**src/rtl/epp_host_pkg.sv**
```systemverilog
package epp_host_pkg;
  typedef enum logic [2:0] {
    ST_IDLE, ST_SETUP, ST_GO, ST_STRB, ST_REL, ST_DONE
  } st_e;
  localparam int unsigned OFF_ADDR = 3;
  localparam int unsigned OFF_DATA = 4;
endpackage

```
**src/rtl/epp_sync.sv**
```systemverilog
module epp_sync #(
  parameter int   STAGES  = 2,
  parameter logic RST_VAL = 1'b1
) (
  input  logic clk_i,
  input  logic rst_ni,
  input  logic d_i,
  output logic q_o
);
  logic [STAGES-1:0] sh_q;
  generate
    if (STAGES > 1) begin : g_chain
      always_ff @(posedge clk_i or negedge rst_ni) begin
        if (!rst_ni) sh_q <= {STAGES{RST_VAL}};
        else         sh_q <= {sh_q[STAGES-2:0], d_i};
      end
    end else begin : g_single
      always_ff @(posedge clk_i or negedge rst_ni) begin
        if (!rst_ni) sh_q <= RST_VAL;
        else         sh_q <= d_i;
      end
    end
  endgenerate
  assign q_o = sh_q[STAGES-1];
endmodule

```
**src/rtl/epp_wait_timer.sv**
```systemverilog
module epp_wait_timer #(
  parameter int W = 8
) (
  input  logic         clk_i,
  input  logic         rst_ni,
  input  logic         clear_i,
  input  logic         run_i,
  input  logic [W-1:0] lim_i,
  output logic         expired_o
);
  logic [W-1:0] cnt_q;
  // limit 0 disables the bound
  assign expired_o = (lim_i != '0) && (cnt_q >= lim_i);

  always_ff @(posedge clk_i or negedge rst_ni) begin
    if (!rst_ni)                    cnt_q <= '0;
    else if (clear_i)               cnt_q <= '0;
    else if (run_i && !expired_o)   cnt_q <= cnt_q + {{(W-1){1'b0}}, 1'b1};
  end
endmodule

```
**src/rtl/epp_host_ctrl.sv**
```systemverilog
module epp_host_ctrl
  import epp_host_pkg::*;
#(
  parameter int TMO_W       = 8,
  parameter int SYNC_STAGES = 2,
  parameter int DW          = 8,
  parameter int OFF_W       = 3
) (
  input  logic             clk_i,
  input  logic             rst_ni,
  input  logic             legacy_i,
  input  logic [TMO_W-1:0] tmo_lim_i,
  input  logic             req_i,
  input  logic [OFF_W-1:0] req_off_i,
  input  logic             req_we_i,
  input  logic [DW-1:0]    req_wdata_i,
  output logic             done_o,
  output logic [DW-1:0]    rdata_o,
  output logic             tmo_o,
  output logic             nwrite_o,
  output logic             ndstb_o,
  output logic             nastb_o,
  output logic [DW-1:0]    bus_o,
  output logic             bus_oe_o,
  input  logic [DW-1:0]    bus_i,
  input  logic             nwait_i
);
  localparam logic [OFF_W-1:0] OffAddr = OFF_W'(OFF_ADDR);
  localparam logic [OFF_W-1:0] OffData = OFF_W'(OFF_DATA);

  st_e           st_q, st_d;
  logic          is_addr_q, we_q, op_valid_q, tmo_q;
  logic [DW-1:0] wdata_q, rdata_q;
  logic          nwait_s, expired, cyc_act, strb;
  logic          set_tmo, cap_rd;

  epp_sync #(.STAGES(SYNC_STAGES), .RST_VAL(1'b1)) u_sync (
    .clk_i(clk_i), .rst_ni(rst_ni), .d_i(nwait_i), .q_o(nwait_s)
  );

  epp_wait_timer #(.W(TMO_W)) u_timer (
    .clk_i(clk_i), .rst_ni(rst_ni),
    .clear_i(st_d != st_q),
    .run_i(st_q == ST_GO || st_q == ST_STRB || st_q == ST_REL),
    .lim_i(tmo_lim_i), .expired_o(expired)
  );

  always_comb begin
    st_d    = st_q;
    set_tmo = 1'b0;
    cap_rd  = 1'b0;
    unique case (st_q)
      ST_IDLE: if (req_i) st_d = (req_off_i == OffAddr || req_off_i == OffData)
                                 ? ST_SETUP : ST_DONE;
      ST_SETUP: st_d = legacy_i ? ST_STRB : ST_GO;
      ST_GO: begin
        if (!nwait_s)     st_d = ST_STRB;
        else if (expired) begin st_d = ST_DONE; set_tmo = 1'b1; end
      end
      ST_STRB: begin
        if (nwait_s)      begin st_d = ST_REL; cap_rd = !we_q; end
        else if (expired) begin st_d = ST_DONE; set_tmo = 1'b1; end
      end
      ST_REL: begin
        if (!nwait_s)     st_d = ST_DONE;
        else if (expired) begin st_d = ST_DONE; set_tmo = 1'b1; end
      end
      ST_DONE: st_d = ST_IDLE;
      default: st_d = ST_IDLE;
    endcase
  end

  always_ff @(posedge clk_i or negedge rst_ni) begin
    if (!rst_ni) begin
      st_q       <= ST_IDLE;
      is_addr_q  <= 1'b0;
      we_q       <= 1'b0;
      op_valid_q <= 1'b0;
      wdata_q    <= '0;
      rdata_q    <= '0;
      tmo_q      <= 1'b0;
    end else begin
      st_q <= st_d;
      if (st_q == ST_IDLE && req_i) begin
        is_addr_q  <= (req_off_i == OffAddr);
        op_valid_q <= (req_off_i == OffAddr || req_off_i == OffData);
        we_q       <= req_we_i;
        wdata_q    <= req_wdata_i;
        tmo_q      <= 1'b0;
      end
      if (set_tmo) tmo_q   <= 1'b1;
      if (cap_rd)  rdata_q <= bus_i;
    end
  end

  assign cyc_act  = (st_q == ST_SETUP) || (st_q == ST_GO) ||
                    (st_q == ST_STRB)  || (st_q == ST_REL);
  assign strb     = (st_q == ST_STRB);
  assign ndstb_o  = !(strb && !is_addr_q);
  assign nastb_o  = !(strb && is_addr_q);
  assign nwrite_o = !(cyc_act && we_q);
  assign bus_oe_o = cyc_act && we_q;
  assign bus_o    = wdata_q;
  assign done_o   = (st_q == ST_DONE);
  assign rdata_o  = rdata_q;
  assign tmo_o    = tmo_q;
endmodule

```
**config.mk**
```make
export PLATFORM = sky130hd
export DESIGN_NAME = epp_host_ctrl
export DESIGN_NICKNAME = d
export VERILOG_FILES = /design/src/rtl/epp_host_pkg.sv /design/src/rtl/epp_sync.sv /design/src/rtl/epp_wait_timer.sv /design/src/rtl/epp_host_ctrl.sv
export SDC_FILE = /design/constraint.sdc
export NUM_CORES = 1
export LEC_CHECK = 0
export ABC_AREA = 1
export BUFFER_PORTS_ARGS = -buffer_cell sky130_fd_sc_hd__buf_2
export CORE_MARGIN = 2
export CORE_UTILIZATION = 46
export CTS_CLUSTER_SIZE = 40
export DETAILED_ROUTE_END_ITERATION = 10
export PLACE_DENSITY = 0.76
export SYNTH_ARGS = -nofsm -noshare
export SYNTH_HDL_FRONTEND = slang
export SYNTH_SLANG_ARGS = --single-unit
```
**constraint.sdc**
```tcl
create_clock -name clk_i -period 1.8 [get_ports clk_i]
set_clock_uncertainty 0.2 [all_clocks]
set_input_delay 0.36 -clock clk_i [delete_from_list [all_inputs] [get_ports clk_i]]
set_output_delay 0.36 -clock clk_i [all_outputs]
set_load 0.02 [all_outputs]
```
# [Yosys cells after proc, flatten, opt, wreduce, memory -nomap -nowiden]
# Index checks and enable logic that the tools add are counted.
[totals] mem_count=0 mem_bits_rw=0 in_bits=33 latchBits=0 ff_bits=32 mem_bits_ro=0 out_inout_bits=22
[op_classes] n_lt_le_gt_ge=1 n_reduce_logical=23 n_eq_ne=8 div_mod_pow=0 n_mul=0 muxes=18 addsub=1 shifts=0 n_bitwise=0
[op_table] op="3-bit two-way mux" n=6
[op_table] op="8-bit two-way mux" n=2
[op_table] op="3-bit case mux with 5 select lines" n=1
[op_table] op="3-bit by 2-bit equality test with 1-bit output (second input constant)" n=3
[op_table] op="3-bit equality test (second input constant)" n=3
[op_table] op="8-bit by 1-bit adder with 8-bit output (second input constant)" n=1
[op_table] op="8-bit greater-or-equal comparator" n=1
[op_table] op="1-bit two-way mux" n=8
[op_table] op="8-bit nonzero test" n=1
[op_table] op="1-bit logical AND" n=6
[op_table] op="1-bit zero test" n=6
[op_table] op="1-bit logical OR" n=6
[op_table] op="2-bit nonzero test" n=2
[op_table] op="3-bit by 1-bit equality test with 1-bit output (second input constant)" n=1
[op_table] op="3-bit zero test" n=1
[op_table] op="3-bit inequality test" n=1
[op_table] op="1-bit case mux with 2 select lines" n=1
[op_table] op="2-bit OR reduction" n=1

# [Logic depth before layout (Yosys ltp)]
# Gate-level depths: netlist (run 1).
[logic_depth] ltp_word=7 depth_mapped=16 depth_no_buf=16

# [Cells and area by module]
# From an unflattened synthesis (run 1), not the netlist that was laid out.
[unflattened] cells_unflattened=238 hier_area_um2=1869.3
[modules_own_cells] mod="epp_host_ctrl" area_each_um2=1077.3 cells_per_inst=130 n_inst=1 seq_area_each_um2=550.5
[modules_own_cells] mod="epp_wait_timer" area_each_um2=739.5 cells_per_inst=106 n_inst=1 seq_area_each_um2=200.2
[modules_own_cells] mod="epp_sync" area_each_um2=52.6 cells_per_inst=2 n_inst=1 seq_area_each_um2=52.6

# [Least setup slack after synthesis (run 1)]
# OpenSTA, ideal clock, no wires.
[synth_path] path_kind="register -> output" start="register st_q[0]" end="output port nwrite_o" path_buffers=0 slack_ps=-155 arrival_time_ps=1395 required_ps=1240 stages_incl_launch_ff=5 cell_sequence="dfrtp_1 nor2_2 nor2_1 nor3_1 inv_1"
[synth_via] elab_chain_cells=6
[synth_rtl] element="start: declaration" line_no="epp_host_ctrl.sv:31" text="st_e st_q, st_d;"
[synth_rtl] element="start signal: assignment" line_no="epp_host_ctrl.sv:83" text="st_q <= st_d;"
[synth_rtl] element="3-bit by 1-bit equality test with 1-bit output / 3-bit by 2-bit equality test with 1-bit output (equally long branches)" line_no="epp_host_ctrl.sv:96" text="assign cyc_act = (st_q == ST_SETUP) || (st_q == ST_GO) ||"
[synth_rtl] element="1-bit logical OR (2 in series)" line_no="epp_host_ctrl.sv:96"
[synth_rtl] element="1-bit logical OR (*)" line_no="epp_host_ctrl.sv:97" text="(st_q == ST_STRB) || (st_q == ST_REL);"
[synth_rtl] element="1-bit logical AND (*)"
[synth_rtl] element="named net bus_oe_o" line_no="epp_host_ctrl.sv:24" text="output logic bus_oe_o,"
[synth_rtl] element="1-bit zero test (*)" line_no="epp_host_ctrl.sv:101" text="assign nwrite_o = !(cyc_act && we_q);"
[synth_rtl] element="end: declaration" line_no="epp_host_ctrl.sv:20" text="output logic nwrite_o,"
# The timed path passes the listed nets; every way through them passes the cells marked *.

# [Final worst setup path (run 1)]
[layout_path] start="register u_timer.cnt_q[0]" end="register u_timer.cnt_q[1]"
[layout_via] elab_chain_cells=7
[layout_rtl] element="start: declaration" line_no="epp_wait_timer.sv:11" text="logic [W-1:0] cnt_q;"
[layout_rtl] element="start signal: assignment" line_no="epp_wait_timer.sv:18" text="else if (run_i && !expired_o) cnt_q <= cnt_q + {{(W-1){1'b0}}, 1'b1};"
[layout_rtl] element="8-bit greater-or-equal comparator (*)" line_no="epp_wait_timer.sv:13" text="assign expired_o = (lim_i != '0) && (cnt_q >= lim_i);"
[layout_rtl] element="1-bit logical AND (*)" line_no="epp_wait_timer.sv:13"
[layout_rtl] element="3-bit two-way mux (*)" line_no="epp_host_ctrl.sv:58, epp_host_ctrl.sv:62, epp_host_ctrl.sv:66"
[layout_rtl] element="3-bit two-way mux (on tied branches)" line_no="epp_host_ctrl.sv:65, epp_host_ctrl.sv:57, epp_host_ctrl.sv:61"
[layout_rtl] element="3-bit case mux with 5 select lines (*)" line_no="epp_host_ctrl.sv:52" text="unique case (st_q)"
[layout_rtl] element="named net st_d[0]" line_no="epp_host_ctrl.sv:31"
[layout_rtl] element="3-bit inequality test (*)" line_no="epp_host_ctrl.sv:43" text=".clear_i(st_d != st_q),"
[layout_rtl] element="8-bit two-way mux / 2-bit nonzero test (equally long branches)"
# The timed path passes the listed nets; every way through them passes the cells marked *. The select of a mux whose other input is x is not followed.
# A chain may end at the register's enable or synchronous reset.

==> reports/metrics.csv, run 1 <==
metric;value;unit
cts_tree;yes;
power.leakage;1.376;nW
clock_sinks;32;
synthCells;212;
num_rows;22;
required;1810;ps
cp-start-kind;flop;
synth_enable_flop_cells;0;
chipHeight;66.19;um
design_area;2648;um2
hold_violations;0;
diodes;0;
ir_drop;0.0008901;V
antenna_found_initial;0;
maxCapViolCount;0;
power_per_cell_area;1375;nW/um2
slew_headroom;0.7960;
fmax;495.1;MHz
power;3.639;mW
start_util;0.4824;
wirelength;4.212;mm
end_kind;flop;
cp-endpoint;u_timer.cnt_q[1]$_DFFE_PN0P_;
violations;negative setup slack;
setup_tns;-1876;ps
grt_pass1_wl;6.665;mm
period_share;1.122;
grt_use_total;0.2034;
r2r-start;u_timer.cnt_q[0]$_DFFE_PN0P_;
ioPinCount;55;
path_class;flop to flop;
dieArea;4381;um2
die_w;66.19;um
drive_gt1_frac;0.5215;
cts_root_buf;clkbuf_8;
rr_endpoint;u_timer.cnt_q[1]$_DFFE_PN0P_;
synth_top_area_frac;0.4219;
hpwl;2.922;mm
fin_crit;2020;ps
syn_avg_cell_area;8.392;um2
syn_nets;254;
worstPathArrival;2030;ps
maxSlewViolCount;0;
worstSetupStartpoint;u_timer.cnt_q[0]$_DFFE_PN0P_;
hp-class;input port to flop;
cts_buffers;5;
rsz0062_at_grt;yes;
synth_area_leaders;dfrtp_1, nand2_1, inv_1;
worstSkewPairLatency;280;ps
post_drt_wl_per_cell;12.00;um
async_flop_share;1.000;
h-tree-depth;2;
final_antenna_net_count;0;
fill_cells;286;
setup_viol;14;
grt_max_degree;33;
worst_pin_slew;305.5;ps
hold_path.startpoint;req_wdata_i[7];
remaining_drc_errors;0;
first_pass_iters;4;
seq_area;804.5;um2
ctsLongestPathBuffers;2;
drtIter0Drc;42;
finalWorstSetupSlack;-219.7;ps
area_growth;48.80;%
nNetsFinal;344;
syn_area;1779;um2
final_cell_mix;buf_2, nand2_1, dfrtp_1, buf_4, inv_1;
clkTransAtPathRegs;70;ps
reg2reg_slack;-220;ps
core_area;3689;um2
vias;1652;
reg2reg_depth;15;
port_buffers;54;
ys_seq_area_frac;0.4515;
crit_path_max_fanout;8;
gp_congestion;0.7618;
grt_pass1_vias;1583;
ys_ff_latch;32;
post_dp_cell_area;2267;um2
ys_warn_count;0;
multi_input_area;1012;um2
overflow;0;
vias_per_cell;4.707;
status;complete, but fails checks;
ys_types;28;
layout_commonest_cell;buf_2;
post-synth-top-area-cell;dfrtp_1;
ys.flop_type;dfrtp_1;
## metal layers
layer	up-vias	GRT usage	wire length, um
li1	835	-	-
met1	776	0.2478	1800
met2	35	0.3450	2175
met3	6	0.05792	190
met4	0	0.06633	46
met5	-	0	0
## cells in the mapped netlist, types with 2 or more instances
cell and instances:
o21ai_0 4, nor2_2 5, nand2_4 3, dfrtp_1 30
clkbuf_1 2, nand2_2 3, nor2_1 24, inv_2 4
nor3_1 3, mux2_2 8, xor2_1 6, ha_1 9
nand2_1 54, inv_1 31, nand3_1 9, dfstp_2 2
a21oi_1 4
## metrics by stage
stage	setup slack [ps]	hold WS, ps	cells	util
floorplan	-69.93	-135.6	212	-
global placement	-222.6	124.2	329	0.6147
detailed placement	-296.8	127.2	329	0.6147
CTS	-161.9	61.52	347	0.6699
global route	-318.2	79.88	351	0.7178
finish	-219.7	67.07	351	0.7178
## report_power, final
| part | total (mW) | internal, mW | switching (mW) | leakage [nW] |
|---|---|---|---|---|
| registers | 1.12 | 0.966 | 0.150 | 0.400 |
| logic | 2.00 | 0.822 | 1.17 | 0.934 |
| clock network | 0.527 | 0.271 | 0.256 | 0.0422 |
| total | 3.64 | 2.06 | 1.58 | 1.38 |
## layout make-up
class / instances / area share
clock buffers: 7 / 0.02883
clock inverters: 1 / 0.001890
inverters: 35 / 0.05057
multi-input cells: 143 / 0.3823
flip-flops and latches: 32 / 0.3039
well taps: 48 / 0.02268
repair buffers: 85 / 0.2098
## state kept, by name (all words and copies together), names as in the netlist
| register | cells |
|---|---|
| bus_o | 8 |
| rdata_o | 8 |
| u_timer.cnt_q | 8 |
| st_q | 3 |
| u_sync.sh_q | 2 |
| is_addr_q | 1 |
| tmo_o | 1 |
| we_q | 1 |
## critical path: stages (launching register included)
cell	delay, ps
dfrtp_1	400
inv_2	80
ha_4	200
nand2_4	60
nor2_4	30
nor2_1	80
nand2_1	70
nand2_1	80
nand2_2	60
nand2_4	100
nand2_2	60
nand2_2	80
nand2_2	80
nand2_2	100
nand3_4	150
nor2_1	120
## cell families (layout without fill, tap and decap cells)
kind of cell,after synthesis,after routing,synth area share
simple gates,106,106,0.2743
buf+inv,37,128,0.07806
flops,32,32,0.4515
compound gates,13,13,0.04782
fa+ha+maj,9,9,0.06329
mux,8,8,0.05063
xor+xnor,7,7,0.03446
## worst min path at each step
stage               slack, ps  depth (start not counted)                    to
detailed placement        130                          2  bus_o[1]$_DFFE_PN0P_
global placement          120                          2  bus_o[1]$_DFFE_PN0P_
finish                     70                          3  bus_o[7]$_DFFE_PN0P_
floorplan                -140                          0  bus_o[0]$_DFFE_PN0P_
CTS                        60                          3  bus_o[7]$_DFFE_PN0P_
global route               80                          3  bus_o[6]$_DFFE_PN0P_
## what timing repair did
action	in CTS	in global routing
buffers inserted	8	4
cloned	0	0
endpoints found under the hold margin	31	0
resized for setup	16	38
pin swaps	13	14
setup endpoints to repair	15	17
hold buffers	2	0
Power figures use the tool's default switching activity.
==> run 2: changes to the inputs <==
- SKIP_LAST_GASP: unset -> 1
==> run 2 against run 1 <==
The run still ends with negative setup slack left. Clock-buffer cell count unchanged. Final area down 1.3%. Power down 0.39%. Setup slack about the same. Register-to-register slack about the same. Sequential share of layout area up 0.39 points. Fmax about the same. Non-clock buffer count unchanged. Critical path depth down 1. Final cell count unchanged. Highest routed layer unchanged. Global-route usage unchanged.
==> reports/metrics.csv, run 2 (synthesis results as in run 1) <==
metric;value;unit
grt_pass1_vias;1583;
grt_use_total;0.2034;
start_util;0.4824;
end_kind;flop;
maxCapViolCount;0;
final_cell_mix;buf_2, nand2_1, dfrtp_1, buf_4, inv_1;
fmax;495.2;MHz
grt_max_degree;33;
cpMostUsedCell;nand2_2;
ctsLongestPathBuffers;2;
cts_tree;yes;
post_drt_wl_per_cell;12.06;um
remaining_drc_errors;0;
rsz0062_at_grt;yes;
grt_pass1_wl;6.665;mm
nNetsFinal;344;
hpwl;2.922;mm
vias_per_cell;4.724;
area_growth;46.91;%
core_area;3689;um2
overflow;0;
hold_violations;0;
power;3.625;mW
violations;negative setup slack;
min_path_cells;3;
clock_sinks;32;
clkTransAtPathRegs;70;ps
wirelength;4.234;mm
rr_endpoint;u_timer.cnt_q[1]$_DFFE_PN0P_;
gp_congestion;0.7618;
power_per_cell_area;1387;nW/um2
status;complete, but fails checks;
cp-start-kind;flop;
ir_drop;0.0008911;V
num_rows;22;
power.leakage;1.369;nW
path_class;flop to flop;
worstSkewPairLatency;280;ps
required;1820;ps
crit_chain;ha_4, nand2_2, nand2_1, nor2_1, nand2_1, nand2_1, nand2_2, nand2_4, nand2_2, nand2_2, nand2_2, nand2_2, nand3_4, nor2_1;
worst_pin_slew;316.9;ps
hp-class;input port to flop;
drtIter0Drc;26;
first_pass_iters;4;
cts_root_buf;clkbuf_8;
cpPeakStageDelay;420;ps
layout_commonest_cell;buf_2;
finalWorstSetupSlack;-219.3;ps
reg2reg_slack;-220;ps
drive_gt1_frac;0.5083;
reg2reg_depth;14;
antenna_found_initial;0;
die_w;66.19;um
cts_buffers;5;
final_antenna_net_count;0;
ioPinCount;55;
vias;1658;
crit_path_max_fanout;8;
worstSetupStartpoint;u_timer.cnt_q[3]$_DFFE_PN0P_;
h-tree-depth;2;
chipHeight;66.19;um
worstPathArrival;2040;ps
cp-endpoint;u_timer.cnt_q[1]$_DFFE_PN0P_;
dieArea;4381;um2
crit_slowest_cell;dfrtp_1;
port_buffers;54;
fin_crit;2019;ps
period_share;1.122;
slew_headroom;0.7865;
fill_cells;293;
diodes;0;
r2r-start;u_timer.cnt_q[3]$_DFFE_PN0P_;
setup_viol;15;
timing.hold.ws;67.08;ps
maxSlewViolCount;0;
[run 2: routing by layer]
layer  GRT usage  vias to the layer above  share of wire
li1            -                      833              -
met2      0.3450                       47           0.52
met4     0.06633                        0          0.011
met3     0.05792                        6          0.050
met1      0.2478                      772           0.42
met5           0                        -              0
[run 2: area by class of cell]
class | count | area (um2) | area share
clock buffers | 7 | 76.32 | 0.02920
flip-flops and latches | 32 | 804.5 | 0.3078
well taps | 48 | 60.06 | 0.02298
clock inverters | 1 | 5.005 | 0.001915
repair buffers | 85 | 551.8 | 0.2111
multi-input cells | 143 | 982.2 | 0.3758
inverters | 35 | 133.9 | 0.05122
[run 2: stage by stage]
stage | setup WS [ps] | instances | area [um2] | TNS (ps) | util
finish | -219.3 | 351 | 2614 | -1858 | 0.7086
global route | -331.5 | 351 | 2614 | -3342 | 0.7086
CTS | -166.1 | 347 | 2471 | -1378 | 0.6699
detailed placement | -296.8 | 329 | 2267 | -2824 | 0.6147
global placement | -222.6 | 329 | 2267 | -2036 | 0.6147
floorplan | -69.93 | 212 | 1804 | -461.4 | -
[run 2: how the worst min path moves through the flow]
stage,startpoint,to
final,req_wdata_i[7],bus_o[7]$_DFFE_PN0P_
after global routing,req_wdata_i[6],bus_o[6]$_DFFE_PN0P_
after CTS,req_wdata_i[7],bus_o[7]$_DFFE_PN0P_
after detailed placement,rst_ni,bus_o[1]$_DFFE_PN0P_
after global placement,rst_ni,bus_o[1]$_DFFE_PN0P_
after floorplan,rst_ni,bus_o[0]$_DFFE_PN0P_
[run 2: what timing repair did]
item | 4_1_cts | 5_1_grt
hold endpoints to repair | 31 | 0
buffers inserted | 8 | 4
pin swaps | 12 | 11
cloned | 0 | 0
resized for setup | 16 | 31
hold buffers | 2 | 0
endpoints found under the setup margin | 15 | 17
[run 2: critical path, delay by kind of cell, from the launching register on]
family,cells,cell delay (ps)
AND/OR/NAND/NOR,13,1070
flip-flops,1,420
adder cells (fa/ha/maj),1,270
[run 2: where the power goes]
part	leakage (nW)	internal, mW	switching [mW]
logic	0.927	0.809	1.17
registers	0.400	0.966	0.150
clock network	0.0422	0.271	0.259
